===== src/rtl/seg_router_pkg.sv =====
package seg_router_pkg;

    typedef enum logic [1:0] {
        ST_IDLE  = 2'd0,
        ST_ISSUE = 2'd1,
        ST_WAIT  = 2'd2
    } router_state_e;

endpackage


===== src/rtl/seg_router_cfg.sv =====
module seg_router_cfg #(
    parameter int DATA_W  = 32,
    parameter int SEL_LSB = 16,
    parameter int NUM_SEG = 8
) (
    input  logic              clk,
    input  logic              rst_n,
    input  logic              we,
    input  logic [DATA_W-1:0] wdata,
    output logic [DATA_W-1:0] rdata,
    output logic [NUM_SEG-1:0] seg_sel
);
    localparam int RSV_LSB = SEL_LSB + NUM_SEG;
    localparam int RSV_W   = DATA_W - RSV_LSB;

    logic [SEL_LSB-1:0] gp_q;
    logic [NUM_SEG-1:0] sel_q;

    always_ff @(posedge clk) begin
        if (!rst_n) begin
            gp_q  <= '0;
            sel_q <= '0;
        end else if (we) begin
            gp_q  <= wdata[SEL_LSB-1:0];
            sel_q <= wdata[RSV_LSB-1:SEL_LSB];
        end
    end

    generate
        if (RSV_W > 0) begin : g_rsv
            assign rdata = {{RSV_W{1'b0}}, sel_q, gp_q};
        end else begin : g_full
            assign rdata = {sel_q, gp_q};
        end
    endgenerate

    assign seg_sel = sel_q;

    // a write is visible on the next cycle
    p_write_visible_r9: assert property (@(posedge clk) disable iff (!rst_n)
        we |=> rdata[RSV_LSB-1:0] == $past(wdata[RSV_LSB-1:0]));

    // steering bits change only through a write
    p_sel_hold_r6: assert property (@(posedge clk) disable iff (!rst_n)
        !we |=> $stable(seg_sel));

endmodule


===== src/rtl/seg_router_decode.sv =====
module seg_router_decode #(
    parameter int SEG_BITS = 3,
    parameter int NUM_SEG  = 8
) (
    input  logic [SEG_BITS-1:0] seg_idx,
    input  logic [NUM_SEG-1:0]  seg_sel,
    output logic [NUM_SEG-1:0]  seg_hit,
    output logic                route_b
);
    genvar s;
    generate
        for (s = 0; s < NUM_SEG; s++) begin : g_seg
            assign seg_hit[s] = (seg_idx == SEG_BITS'(s));
        end
    endgenerate

    assign route_b = |(seg_hit & seg_sel);

endmodule


===== src/rtl/seg_router_fsm.sv =====
module seg_router_fsm
    import seg_router_pkg::*;
#(
    parameter int ADDR_W = 32,
    parameter int DATA_W = 32
) (
    input  logic              clk,
    input  logic              rst_n,
    input  logic              req_valid,
    output logic              req_ready,
    input  logic [ADDR_W-1:0] req_addr,
    input  logic              req_we,
    input  logic [DATA_W-1:0] req_wdata,
    input  logic              route_b,
    output logic              rsp_valid,
    output logic [DATA_W-1:0] rsp_rdata,
    output logic              pa_req_valid,
    input  logic              pa_req_ready,
    input  logic              pa_rsp_valid,
    input  logic [DATA_W-1:0] pa_rsp_rdata,
    output logic              pb_req_valid,
    input  logic              pb_req_ready,
    input  logic              pb_rsp_valid,
    input  logic [DATA_W-1:0] pb_rsp_rdata,
    output logic [ADDR_W-1:0] port_addr,
    output logic              port_we,
    output logic [DATA_W-1:0] port_wdata
);
    router_state_e state_q, state_d;
    logic              route_q;
    logic [ADDR_W-1:0] addr_q;
    logic              we_q;
    logic [DATA_W-1:0] wdata_q;
    logic              sel_ready;
    logic              sel_rsp;

    assign sel_ready = route_q ? pb_req_ready : pa_req_ready;
    assign sel_rsp   = route_q ? pb_rsp_valid : pa_rsp_valid;

    // state register
    always_ff @(posedge clk) begin
        if (!rst_n) state_q <= ST_IDLE;
        else        state_q <= state_d;
    end

    // request capture at ACCEPT
    always_ff @(posedge clk) begin
        if (!rst_n) begin
            route_q <= 1'b0;
            addr_q  <= '0;
            we_q    <= 1'b0;
            wdata_q <= '0;
        end else if (state_q == ST_IDLE && req_valid) begin
            route_q <= route_b;
            addr_q  <= req_addr;
            we_q    <= req_we;
            wdata_q <= req_wdata;
        end
    end

    // transitions: ACCEPT, HANDOFF, COMPLETE
    always_comb begin
        state_d = state_q;
        unique case (state_q)
            ST_IDLE:  if (req_valid) state_d = ST_ISSUE;
            ST_ISSUE: if (sel_ready) state_d = ST_WAIT;
            ST_WAIT:  if (sel_rsp)   state_d = ST_IDLE;
            default:                 state_d = ST_IDLE;
        endcase
    end

    // outputs
    always_comb begin
        req_ready    = 1'b0;
        pa_req_valid = 1'b0;
        pb_req_valid = 1'b0;
        rsp_valid    = 1'b0;
        rsp_rdata    = '0;
        unique case (state_q)
            ST_IDLE:  req_ready = 1'b1;
            ST_ISSUE: begin
                pa_req_valid = !route_q;
                pb_req_valid = route_q;
            end
            ST_WAIT: begin
                rsp_valid = sel_rsp;
                rsp_rdata = route_q ? pb_rsp_rdata : pa_rsp_rdata;
            end
            default: ;
        endcase
    end

    assign port_addr  = addr_q;
    assign port_we    = we_q;
    assign port_wdata = wdata_q;

    p_one_port_r5: assert property (@(posedge clk) disable iff (!rst_n)
        !(pa_req_valid && pb_req_valid));

    p_accept_issue_r5: assert property (@(posedge clk) disable iff (!rst_n)
        (req_valid && req_ready) |=> (pa_req_valid || pb_req_valid) && port_addr == $past(req_addr));

    p_hold_a_r7: assert property (@(posedge clk) disable iff (!rst_n)
        (pa_req_valid && !pa_req_ready) |=> pa_req_valid && $stable(port_addr) && !req_ready);

    p_hold_b_r7: assert property (@(posedge clk) disable iff (!rst_n)
        (pb_req_valid && !pb_req_ready) |=> pb_req_valid && $stable(port_addr) && !req_ready);

    p_route_fixed_r6: assert property (@(posedge clk) disable iff (!rst_n)
        (state_q != ST_IDLE) |=> $stable(route_q));

    p_complete_r8: assert property (@(posedge clk) disable iff (!rst_n)
        rsp_valid |=> req_ready);

endmodule


===== src/rtl/seg_port_router.sv =====
module seg_port_router #(
    parameter int ADDR_W   = 32,
    parameter int DATA_W   = 32,
    parameter int SEG_BITS = 3,
    parameter int SEL_LSB  = 16
) (
    input  logic              clk,
    input  logic              rst_n,
    input  logic              cfg_we,
    input  logic [DATA_W-1:0] cfg_wdata,
    output logic [DATA_W-1:0] cfg_rdata,
    input  logic              req_valid,
    output logic              req_ready,
    input  logic [ADDR_W-1:0] req_addr,
    input  logic              req_we,
    input  logic [DATA_W-1:0] req_wdata,
    output logic              rsp_valid,
    output logic [DATA_W-1:0] rsp_rdata,
    output logic              pa_req_valid,
    input  logic              pa_req_ready,
    output logic [ADDR_W-1:0] pa_addr,
    output logic              pa_we,
    output logic [DATA_W-1:0] pa_wdata,
    input  logic              pa_rsp_valid,
    input  logic [DATA_W-1:0] pa_rsp_rdata,
    output logic              pb_req_valid,
    input  logic              pb_req_ready,
    output logic [ADDR_W-1:0] pb_addr,
    output logic              pb_we,
    output logic [DATA_W-1:0] pb_wdata,
    input  logic              pb_rsp_valid,
    input  logic [DATA_W-1:0] pb_rsp_rdata
);
    localparam int NUM_SEG = 1 << SEG_BITS;

    logic [NUM_SEG-1:0] seg_sel;
    logic [NUM_SEG-1:0] seg_hit;
    logic [SEG_BITS-1:0] seg_idx;
    logic               route_b;
    logic [ADDR_W-1:0]  port_addr;
    logic               port_we;
    logic [DATA_W-1:0]  port_wdata;

    assign seg_idx = req_addr[ADDR_W-1 -: SEG_BITS];

    seg_router_cfg #(
        .DATA_W (DATA_W),
        .SEL_LSB(SEL_LSB),
        .NUM_SEG(NUM_SEG)
    ) u_cfg (
        .clk    (clk),
        .rst_n  (rst_n),
        .we     (cfg_we),
        .wdata  (cfg_wdata),
        .rdata  (cfg_rdata),
        .seg_sel(seg_sel)
    );

    seg_router_decode #(
        .SEG_BITS(SEG_BITS),
        .NUM_SEG (NUM_SEG)
    ) u_dec (
        .seg_idx(seg_idx),
        .seg_sel(seg_sel),
        .seg_hit(seg_hit),
        .route_b(route_b)
    );

    seg_router_fsm #(
        .ADDR_W(ADDR_W),
        .DATA_W(DATA_W)
    ) u_fsm (
        .clk         (clk),
        .rst_n       (rst_n),
        .req_valid   (req_valid),
        .req_ready   (req_ready),
        .req_addr    (req_addr),
        .req_we      (req_we),
        .req_wdata   (req_wdata),
        .route_b     (route_b),
        .rsp_valid   (rsp_valid),
        .rsp_rdata   (rsp_rdata),
        .pa_req_valid(pa_req_valid),
        .pa_req_ready(pa_req_ready),
        .pa_rsp_valid(pa_rsp_valid),
        .pa_rsp_rdata(pa_rsp_rdata),
        .pb_req_valid(pb_req_valid),
        .pb_req_ready(pb_req_ready),
        .pb_rsp_valid(pb_rsp_valid),
        .pb_rsp_rdata(pb_rsp_rdata),
        .port_addr   (port_addr),
        .port_we     (port_we),
        .port_wdata  (port_wdata)
    );

    assign pa_addr  = port_addr;
    assign pa_we    = port_we;
    assign pa_wdata = port_wdata;
    assign pb_addr  = port_addr;
    assign pb_we    = port_we;
    assign pb_wdata = port_wdata;

    p_seg_hit_r1: assert property (@(posedge clk) disable iff (!rst_n)
        $countones(seg_hit) == 1);

    p_route_r1: assert property (@(posedge clk) disable iff (!rst_n)
        (req_valid && req_ready) |=> pb_req_valid == $past(seg_sel[seg_idx]));

endmodule


===== config.mk =====
export PLATFORM = sky130hd
export DESIGN_NAME = seg_port_router
export DESIGN_NICKNAME = d
export VERILOG_FILES = /design/src/rtl/seg_router_pkg.sv /design/src/rtl/seg_router_cfg.sv /design/src/rtl/seg_router_decode.sv /design/src/rtl/seg_router_fsm.sv /design/src/rtl/seg_port_router.sv
export SDC_FILE = /design/constraint.sdc
export NUM_CORES = 1
export LEC_CHECK = 0
export BUFFER_PORTS_ARGS = -buffer_cell sky130_fd_sc_hd__buf_4
export CORE_AREA = 2 2 144 146
export DETAILED_ROUTE_END_ITERATION = 10
export DIE_AREA = 0 0 146 148
export GPL_TIMING_DRIVEN = 0
export MAX_ROUTING_LAYER = met4
export PLACE_DENSITY = 0.57
export SLEW_MARGIN = 20
export SYNTH_ARGS = -nofsm -noshare
export SYNTH_HDL_FRONTEND = slang
export SYNTH_HIERARCHICAL = 1
export SYNTH_SLANG_ARGS = --single-unit
export TNS_END_PERCENT = 30

===== constraint.sdc =====
create_clock -name clk -period 2.3 [get_ports clk]
set_clock_uncertainty 0.2 [all_clocks]
set_input_delay 0.69 -clock clk [delete_from_list [all_inputs] [get_ports clk]]
set_output_delay 0.69 -clock clk [all_outputs]
set_load 0.02 [all_outputs]

==> metrics.md, run 1 <==
| Metric | Value |
|---|---|
| Worst EP required | `1.41 ns` |
| Pleak | `4.25 nW` |
| FMAX | `437 MHz` |
| DRC Markers | `0` |
| Post-DP HPWL | `13200 um` |
| DR iter-0 viols | `106` |
| Tightest Pin Transition | `0.563 ns` |
| Floorplan row count | `52` |
| Total grt overflow | `0` |
| Setup violations, final | `0` |
| Final Core Density | `42.0%` |
| Die Span Y | `148 um` |
| H-tree depth | `3` |
| Clk_lat worst skew | `0.34 ns` |
| Core area | `20000 um2` |
| Ys Warns | `6` |
| WL/cell | `14.1 um` |
| Register Area | `1840 um2` |
| HP Class | `reg -> reg` |
| Antenna violations before repair | `0` |
| Fin. max-slew vios | `0` |
| Initial core utilization | `24.4%` |
| Number of global-route vias before repair | `4349` |
| Clock Root Buffer | `clkbuf_16` |
| Share of cells above drive strength 1 | `54.1%` |
| # IOs | `367` |
| Drt pass-1 iters | `5` |
| Inserted Clock Buffers | `9` |
| CTS Buffer Depth | `2` |
| Vias per Instance | `3.96` |
| Fill cell count | `2037` |
| Die Area | `21600 um2` |
| Post-Synthesis Cells | `541` |
| Outcome | `complete, no violations` |
| Synth-to-Final Area Change | `72.1%` |
| Synth Area per Inst | `9.05 um2` |
| Via Count | `4703` |
| Critical Path AT | `1.40 ns` |
| Relative slew slack | `62.4%` |
| Number of diodes | `0` |
| Critical path fanouts, max | `10` |
| DRT Wirelength | `16700 um` |
| Setup slack after placement | `-0.0612 ns` |
| Clock-pin slew on the worst setup and hold paths | `0.07 ns` |
| Maximum VDD drop | `0.335 mV` |
| CP Capture Type | `primary output` |
| Final Critical Period | `2.29 ns` |
| Port Buffer Count | `349` |
| Gp weighted congestion | `0.731` |
| Layout Nets | `1081` |
| First-pass GRT wire length | `24500 um` |
| Sinks on Clock Net | `92` |
| Met3 wire length | `1060 um` |
| CP Launch Type | `register` |
| Die width | `146 um` |
| Multi-input gate area | `2260 um2` |
| Largest net degree at the start of global routing | `16` |
| Max-Cap Viols | `0` |
| Kind of critical path | `reg -> out` |
| Hold Vio Cnt, Final | `0` |
| Unrepaired setup endpoints after global routing | `true` |
| Crit share post-route | `99.5%` |
| Final WS setup | `0.0107 ns` |
| Routed met2 length | `8370 um` |
| TritonCTS clock tree | `built` |
| PwrDens | `574 nW/um2` |
| Global Route Usage Sum | `14.8%` |
| Met1 Routed Length | `7140 um` |
| Uppermost layer routed | `met4` |
| WHS | `0.277 ns` |
| Syn Std Cell Area | `4890 um2` |
| Antenna-violating nets left | `0` |
==> critical path, stage by stage, from the launching register on <==
cell	delay, ns
dfxtp_2	0.36
buf_12	0.15
buf_12	0.14
mux2i_4	0.24
nor2_4	0.05
buf_6	0.12
==> path summary, 6_finish.rpt <==
kind | start | end | slack [ns] | depth (start not counted)
min | u_fsm/port_addr[10] | u_fsm/port_addr[10] | 0.28 | 2
max reg2reg | u_cfg/seg_sel[6] | u_fsm/route_q | 0.59 | 5
min reg2reg | u_fsm/port_addr[10] | u_fsm/port_addr[10] | 0.28 | 2
max | u_fsm/route_q | rsp_rdata[26] | 0.01 | 5
==> power breakdown <==
| part | total, mW | switching [mW] | internal (mW) |
|---|---|---|---|
| logic | 1.49 | 0.690 | 0.802 |
| registers | 1.82 | 0.106 | 1.71 |
| clock network | 1.53 | 0.650 | 0.877 |
| total | 4.84 | 1.45 | 3.39 |
==> through the flow <==
stage	cell area, um2	setup TNS [ns]	power (mW)	std cells
2_1_floorplan	4920	0	2.65	548
3_3_place_gp	7880	-0.674	3.30	1167
3_5_place_dp	7880	-0.911	3.31	1167
4_1_cts	8280	-0.00667	4.89	1186
5_1_grt	8420	-1.02	5.08	1187
6_report	8420	0	4.84	1187
==> sequential cells by signal, indices dropped and copies added, names as in the netlist <==
register          count
u_cfg/gp_q           16
u_fsm/route_q         1
u_fsm/port_wdata     32
u_fsm/state_q         2
u_cfg/seg_sel         8
u_fsm/port_addr      32
u_fsm/port_we         1
==> repair_timing <==
action	in CTS	in global routing
endpoints found under the setup margin	33	33
resized for setup	24	26
hold endpoints to repair	0	0
pin swaps	0	2
buffers inserted	3	0
hold buffers	0	0
cloned	1	2
==> cell usage in the layout, fill, tap and decap left out, types with 9 or more instances in the layout <==
master,instances
buf_4,432
buf_6,9
clkbuf_1,14
clkbuf_16,11
dfxtp_1,90
mux2i_1,118
nand2_1,132
nor2_1,25
nor2b_1,25
==> per-layer routing <==
layer	vias up	global-route usage [%]
li1	2402	-
met1	2103	18.0
met2	187	24.8
met3	11	3.70
met4	0	3.06
met5	-	-
==> cell type report <==
type,count,area share (%)
Buffer,119,11.4
Clock buffer,11,2.88
Clock inverter,5,0.713
Multi-Input combinational cell,335,26.9
Sequential cell,92,21.9
Tap cell,270,4.01
Timing Repair Buffer,355,32.2
Note: power is estimated with default switching activity, not from simulation.
==> inputs of run 2 (changes only) <==
--- a/config.mk
+++ b/config.mk
@@ -9,2 +9,3 @@
 export CORE_AREA = 2 2 144 146
+export CTS_CLUSTER_DIAMETER = 50
 export DETAILED_ROUTE_END_ITERATION = 10
--- a/constraint.sdc
+++ b/constraint.sdc
@@ -4,2 +4,2 @@
 set_output_delay 0.69 -clock clk [all_outputs]
-set_load 0.02 [all_outputs]
+set_load 0.01 [all_outputs]
==> metrics.md, run 2 (synthesized netlist as in run 1, its figures left out) <==
| Metric | Value |
|---|---|
| Outcome | `complete, no violations` |
| Die Span Y | `148 um (unchanged)` |
| Finished Cell Area | `8480 um2 (+0.67%)` |
| FMAX | `436 MHz (-0.14%)` |
| Drt pass-1 iters | `5 (unchanged)` |
| WHS | `0.277 ns (+0.0000290 ns)` |
| Hold Vio Cnt, Final | `0 (unchanged)` |
| # IOs | `367 (unchanged)` |
| Total grt overflow | `0 (unchanged)` |
| Inserted Clock Buffers | `9 (unchanged)` |
| Maximum VDD drop | `0.330 mV (-1.3%)` |
| Initial core utilization | `24.4% (unchanged)` |
| Number of global-route vias before repair | `4333 (-0.37%)` |
| Sinks on Clock Net | `92 (unchanged)` |
| First-pass GRT wire length | `24300 um (-0.68%)` |
| Clock-pin slew on the worst setup and hold paths | `0.07 ns (about the same)` |
| Final Core Density | `42.3% (+0.28 points)` |
| Worst Hold Launch | `u_fsm/port_wdata[20]` |
| TritonCTS clock tree | `built` |
| Layout Nets | `1084 (+0.28%)` |
| CTS Buffer Depth | `2 (unchanged)` |
| Unrepaired setup endpoints after global routing | `true` |
| Die width | `146 um (unchanged)` |
| Global Route Usage Sum | `14.6% (-0.11 points)` |
| Antenna-violating nets left | `0 (unchanged)` |
| Setup violations, final | `0 (unchanged)` |
| Critical path's largest stage delay | `0.34 ns (-0.02 ns)` |
| Largest net degree at the start of global routing | `16 (unchanged)` |
| CP cell instances | `buf_12 -> clkbuf_16 -> mux2i_1 -> nor2_1 -> buf_4` |
| CP startpoint | `u_fsm/route_q` |
| CP Launch Type | `register` |
| Synth-to-Final Area Change | `73.3%` |
| Area after DPL | `7880 um2 (unchanged)` |
| Final Critical Period | `2.29 ns (+0.00321 ns)` |
| CP Capture Type | `primary output` |
| Antenna violations before repair | `0 (unchanged)` |
| Max-Cap Viols | `0 (unchanged)` |
| Commonest non-fill, non-tap cell in the layout | `buf_4` |
| Tightest Pin Transition | `0.564 ns (+0.000789 ns)` |
| DRT Wirelength | `16900 um (+1.0%)` |
| Kind of critical path | `reg -> out` |
| PwrDens | `551 nW/um2 (-4.1%)` |
| Via Count | `4715 (+0.26%)` |
| H-tree depth | `3 (unchanged)` |
| R2r setup slk | `0.59 ns (about the same)` |
| HP Class | `reg -> reg` |
| Worst EP required | `1.41 ns (about the same)` |
| R2r startpoint | `u_cfg/seg_sel[6]` |
| Core area | `20000 um2 (unchanged)` |
| Number of diodes | `0 (unchanged)` |
| CP max stage cell | `dfxtp_2` |
| Critical path fanouts, max | `11 (+1)` |
| Port Buffer Count | `349 (unchanged)` |
| Pleak | `4.29 nW (+0.75%)` |
| Die Area | `21600 um2 (unchanged)` |
| Fin. max-slew vios | `0 (unchanged)` |
| Critical Path AT | `1.40 ns (about the same)` |
| Vias per Instance | `3.96 (about the same)` |
| Clk_lat worst skew | `0.34 ns (about the same)` |
| Highest-count cells in the layout ignoring fill and taps | `buf_4, nand2_1, mux2i_1, dfxtp_1, nor2b_1` |
| DR iter-0 viols | `123 (+16%)` |
| Share of cells above drive strength 1 | `55.1% (+1.0 points)` |
| Delay-heaviest family, CP | `buffers and inverters` |
| WL/cell | `14.2 um (+0.79%)` |
| Floorplan row count | `52 (unchanged)` |
| Crit share post-route | `99.7% (+0.14 points)` |
| Clock Root Buffer | `clkbuf_16` |
| Relative slew slack | `62.4% (about the same)` |
| DRC Markers | `0 (unchanged)` |
| Worst path bufs/invs | `3 (unchanged)` |
| Tot Pwr | `4.67 mW (-3.5%)` |
| Gp weighted congestion | `0.731 (unchanged)` |
| Post-DP HPWL | `13200 um (unchanged)` |
[run 2: cell count changes in the layout (fill, tap and decap cells not counted), moves of 2 or more]
| cell | before | now |
|---|---|---|
| nor2_2 | 8 | 13 |
| buf_6 | 9 | 7 |
| mux2i_2 | 3 | 9 |
| mux2i_1 | 118 | 113 |
| buf_4 | 432 | 435 |
| nor2_1 | 25 | 21 |
[run 2: power breakdown]
group | switching, mW | internal (mW) | total (mW)
registers | 0.102 | 1.71 | 1.82
clock network | 0.650 | 0.877 | 1.53
logic | 0.524 | 0.804 | 1.33
total | 1.28 | 3.40 | 4.67
[run 2: worst paths after layout]
kind,to,cells past startpoint
worst min register to register,u_fsm/port_wdata[20],2
worst min-delay path,u_fsm/port_wdata[20],2
worst max register to register,u_fsm/route_q,5
worst max-delay path,rsp_rdata[16],5
[run 2: routing by layer]
metal  global-route usage [%]  wire length, um  vias to the layer above
met5                        -                0                        -
met4                     3.06              150                        0
met3                     3.70             1110                       13
met2                     24.7             8460                      187
met1                     17.8             7160                     2107
li1                         -                -                     2408
[run 2: area by class of cell]
type / count / area [um2]
clock inverter: 5 / 60.1
buffer: 120 / 976
multi-input combinational: 335 / 2280
sequential: 92 / 1840
fill: 2027 / 11600
clock buffer: 11 / 243
timing repair buffer: 357 / 2740
tap: 270 / 338
[run 2: worst reg2reg max path, cell delays in order, from the launching register on]
cell     delay [ns]
dfxtp_1        0.34
buf_4          0.14
mux4_1         0.47
mux2_2         0.28
nand2_1        0.09
mux2i_1        0.08
[run 2: through the flow]
step / worst slack, ns / std cells / TNS, ns
floorplan: 0.331 / 548 / 0
global placement: -0.0419 / 1167 / -0.674
detailed placement: -0.0612 / 1167 / -0.911
CTS: 0.00207 / 1184 / 0
global route: -0.0449 / 1190 / -0.382
finish: 0.00748 / 1190 / 0
[run 2: what timing repair did]
item / in CTS / in global routing
gates resized for setup: 21 / 36
setup buffers: 2 / 3
hold buffers: 0 / 0
cloned: 0 / 3
setup endpoints to repair: 32 / 30
==> inputs of run 3 (changes only) <==
==> constraint.sdc (replaced) <==
create_clock -name clk -period 2.3 [get_ports clk]
set_clock_uncertainty 0.2 [all_clocks]
set_input_delay 0.115 -clock clk [delete_from_list [all_inputs] [get_ports clk]]
set_output_delay 0.115 -clock clk [all_outputs]
set_load 0.01 [all_outputs]
==> metrics.md, run 3 (synthesized netlist as in run 1, its figures left out) <==
| Metric | Value |
|---|---|
| # IOs | `367 (unchanged)` |
| PwrDens | `518 nW/um2 (-5.9%)` |
| Initial core utilization | `24.4% (unchanged)` |
| Vias per Instance | `3.96 (about the same)` |
| Largest net degree at the start of global routing | `16 (unchanged)` |
| Highest-count cells in the layout ignoring fill and taps | `buf_4, nand2_1, mux2i_1, dlygate4sd3_1, dfxtp_1` |
| R2r setup slk | `0.32 ns (-0.27 ns)` |
| Fin. max-slew vios | `0 (unchanged)` |
| Sinks on Clock Net | `92 (unchanged)` |
| Port Buffer Count | `349 (unchanged)` |
| Hold path depth | `3 (+1)` |
| Share of cells above drive strength 1 | `46.7% (-8.4 points)` |
| Crit share post-route | `89.1% (-11 points)` |
| Clock-pin slew on the worst setup and hold paths | `0.07 ns (about the same)` |
| Final Critical Period | `2.05 ns (-0.243 ns)` |
| Worst Hold Launch | `pa_rsp_valid` |
| Inserted Clock Buffers | `9 (unchanged)` |
| Unrepaired setup endpoints after global routing | `false` |
| Final WS setup | `0.250 ns (+0.243 ns)` |
| Sw frac | `27.2% (-0.080 points)` |
| Int Power | `3.47 mW (+2.1%)` |
| Drt pass-1 iters | `4 (-1)` |
| Number of global-route vias before repair | `4973 (+15%)` |
| Die width | `146 um (unchanged)` |
| Worst Reg-to-Reg Cells | `4 (-1)` |
| Pleak | `4.61 nW (+7.5%)` |
| Fill cell count | `1954 (-3.6%)` |
| FMAX | `488 MHz (+12%)` |
| Kind of critical path | `in -> reg` |
| Die Area | `21600 um2 (unchanged)` |
| Sequential Power Share | `38.1% (-0.8 points)` |
| Gp weighted congestion | `0.731 (unchanged)` |
| CP Capture Type | `register` |
| Core area | `20000 um2 (unchanged)` |
| Global Route Usage Sum | `15.5% (+0.89 points)` |
| Hold Vio Cnt, Final | `0 (unchanged)` |
| Number of diodes | `0 (unchanged)` |
| Layout Nets | `1178 (+8.7%)` |
| Antenna-violating nets left | `0 (unchanged)` |
| First-pass GRT wire length | `26200 um (+7.9%)` |
| Max-Cap Viols | `0 (unchanged)` |
| Clock share of power | `32.1% (-0.6 points)` |
| Post-DP HPWL | `13200 um (unchanged)` |
| DRC Markers | `0 (unchanged)` |
| Total grt overflow | `0 (unchanged)` |
| CTS-repair resized insts | `0 (-100%)` |
| H-tree depth | `3 (unchanged)` |
| Setup TNS | `0 ns (unchanged)` |
| HP Class | `in -> reg` |
| R2r startpoint | `u_fsm/route_q` |
| Commonest non-fill, non-tap cell in the layout | `buf_4` |
| Maximum VDD drop | `0.334 mV (+1.1%)` |
| Setup violations, final | `0 (unchanged)` |
| Clk_lat worst skew | `0.34 ns (about the same)` |
| Critical path fanouts, max | `1 (-10)` |
| Via Count | `5087 (+7.9%)` |
| Combinational share of power | `29.8% (+1.4 points)` |
| WL/cell | `13.6 um (-4.1%)` |
| Outcome | `complete, no violations` |
| CP Launch Type | `primary input` |
| Psw | `1.30 mW (+1.7%)` |
| DR iter-0 viols | `106 (-14%)` |
| Worst EP required | `2.33 ns (+0.92 ns)` |
| Finished Cell Area | `9190 um2 (+8.4%)` |
| Hold EP | `u_fsm/state_q[1]` |
| Area after DPL | `7880 um2 (unchanged)` |
| Floorplan row count | `52 (unchanged)` |
| Relative slew slack | `62.2% (-0.18 points)` |
| CTS Buffer Depth | `2 (unchanged)` |
| DRT Wirelength | `17500 um (+3.5%)` |
| Antenna violations before repair | `0 (unchanged)` |
| Tot Pwr | `4.76 mW (+2.0%)` |
| Clock Root Buffer | `clkbuf_16` |
| R2R Path End | `u_fsm/state_q[1]` |
| TritonCTS clock tree | `built` |
| Synth-to-Final Area Change | `87.8%` |
| Setup slack after placement | `0.514 ns (+0.575 ns)` |
| Die Span Y | `148 um (unchanged)` |
| Tightest Pin Transition | `0.567 ns (+0.00276 ns)` |
| Critical Path AT | `2.08 ns (+0.68 ns)` |
## run 3: changes by cell type in the layout (fill, tap and decap cells not counted), sizes merged
cell,previous run,this run
clkbuf,28,25
buf,460,456
dlygate4sd3,0,101
## run 3: final cells by class
class                      instances  area [um2]  area share [%]
clock inverter                     5        60.1           0.653
multi-input combinational        335        2190            23.9
clock buffer                      11         243            2.64
timing repair buffer             450        3630            39.5
tap                              270         338            3.68
sequential                        92        1840            20.0
buffer                           121         885            9.62
## run 3: metal layers
| metal | wire length, um | GRT usage, % |
|---|---|---|
| met1 | 7530 | 18.4 |
| met2 | 8830 | 27.3 |
| met3 | 979 | 3.40 |
| met4 | 139 | 3.06 |
| met5 | 0 | - |
## run 3: critical path: stages
cell	delay (ns)
dlygate4sd3_1	0.53
buf_4	0.13
mux2i_1	0.13
dlygate4sd3_1	0.58
nor2b_1	0.05
dlygate4sd3_1	0.55
## run 3: worst max-delay path by stage
stage	from	end	slack, ns	cells past startpoint
6_report	cfg_wdata[13]	u_cfg/gp_q[13]	0.25	6
5_1_grt	u_fsm/route_q	rsp_rdata[18]	0.17	5
4_1_cts	u_fsm/route_q	rsp_rdata[3]	0.28	5
3_5_place_dp	rst_n	u_fsm/port_wdata[19]	0.51	6
3_3_place_gp	rst_n	u_fsm/port_wdata[10]	0.53	6
2_1_floorplan	u_cfg/seg_sel[5]	u_fsm/route_q	0.69	5
## run 3: power by group through the flow
stage	clock (mW)	sequential, mW	combinational, mW
final	1.53	1.82	1.42
after global routing	1.66	1.83	1.52
after CTS	1.59	1.82	1.43
after detailed placement	0	1.85	1.28
after global placement	0	1.85	1.27
after floorplan	0	1.88	0.592
## run 3: what timing repair did
item / 4_1_cts / 5_1_grt
hold endpoints to repair: 91 / 0
hold buffers: 101 / 0
buffers inserted: 0 / 0
## run 3: per-stage QoR
step	instances	util (%)	hold WS, ns
floorplan	548	-	0.0432
global placement	1167	39.3	0.169
detailed placement	1167	39.3	0.177
CTS	1284	45.9	0.0153
global route	1284	45.9	0.0429
finish	1284	45.9	0.0372
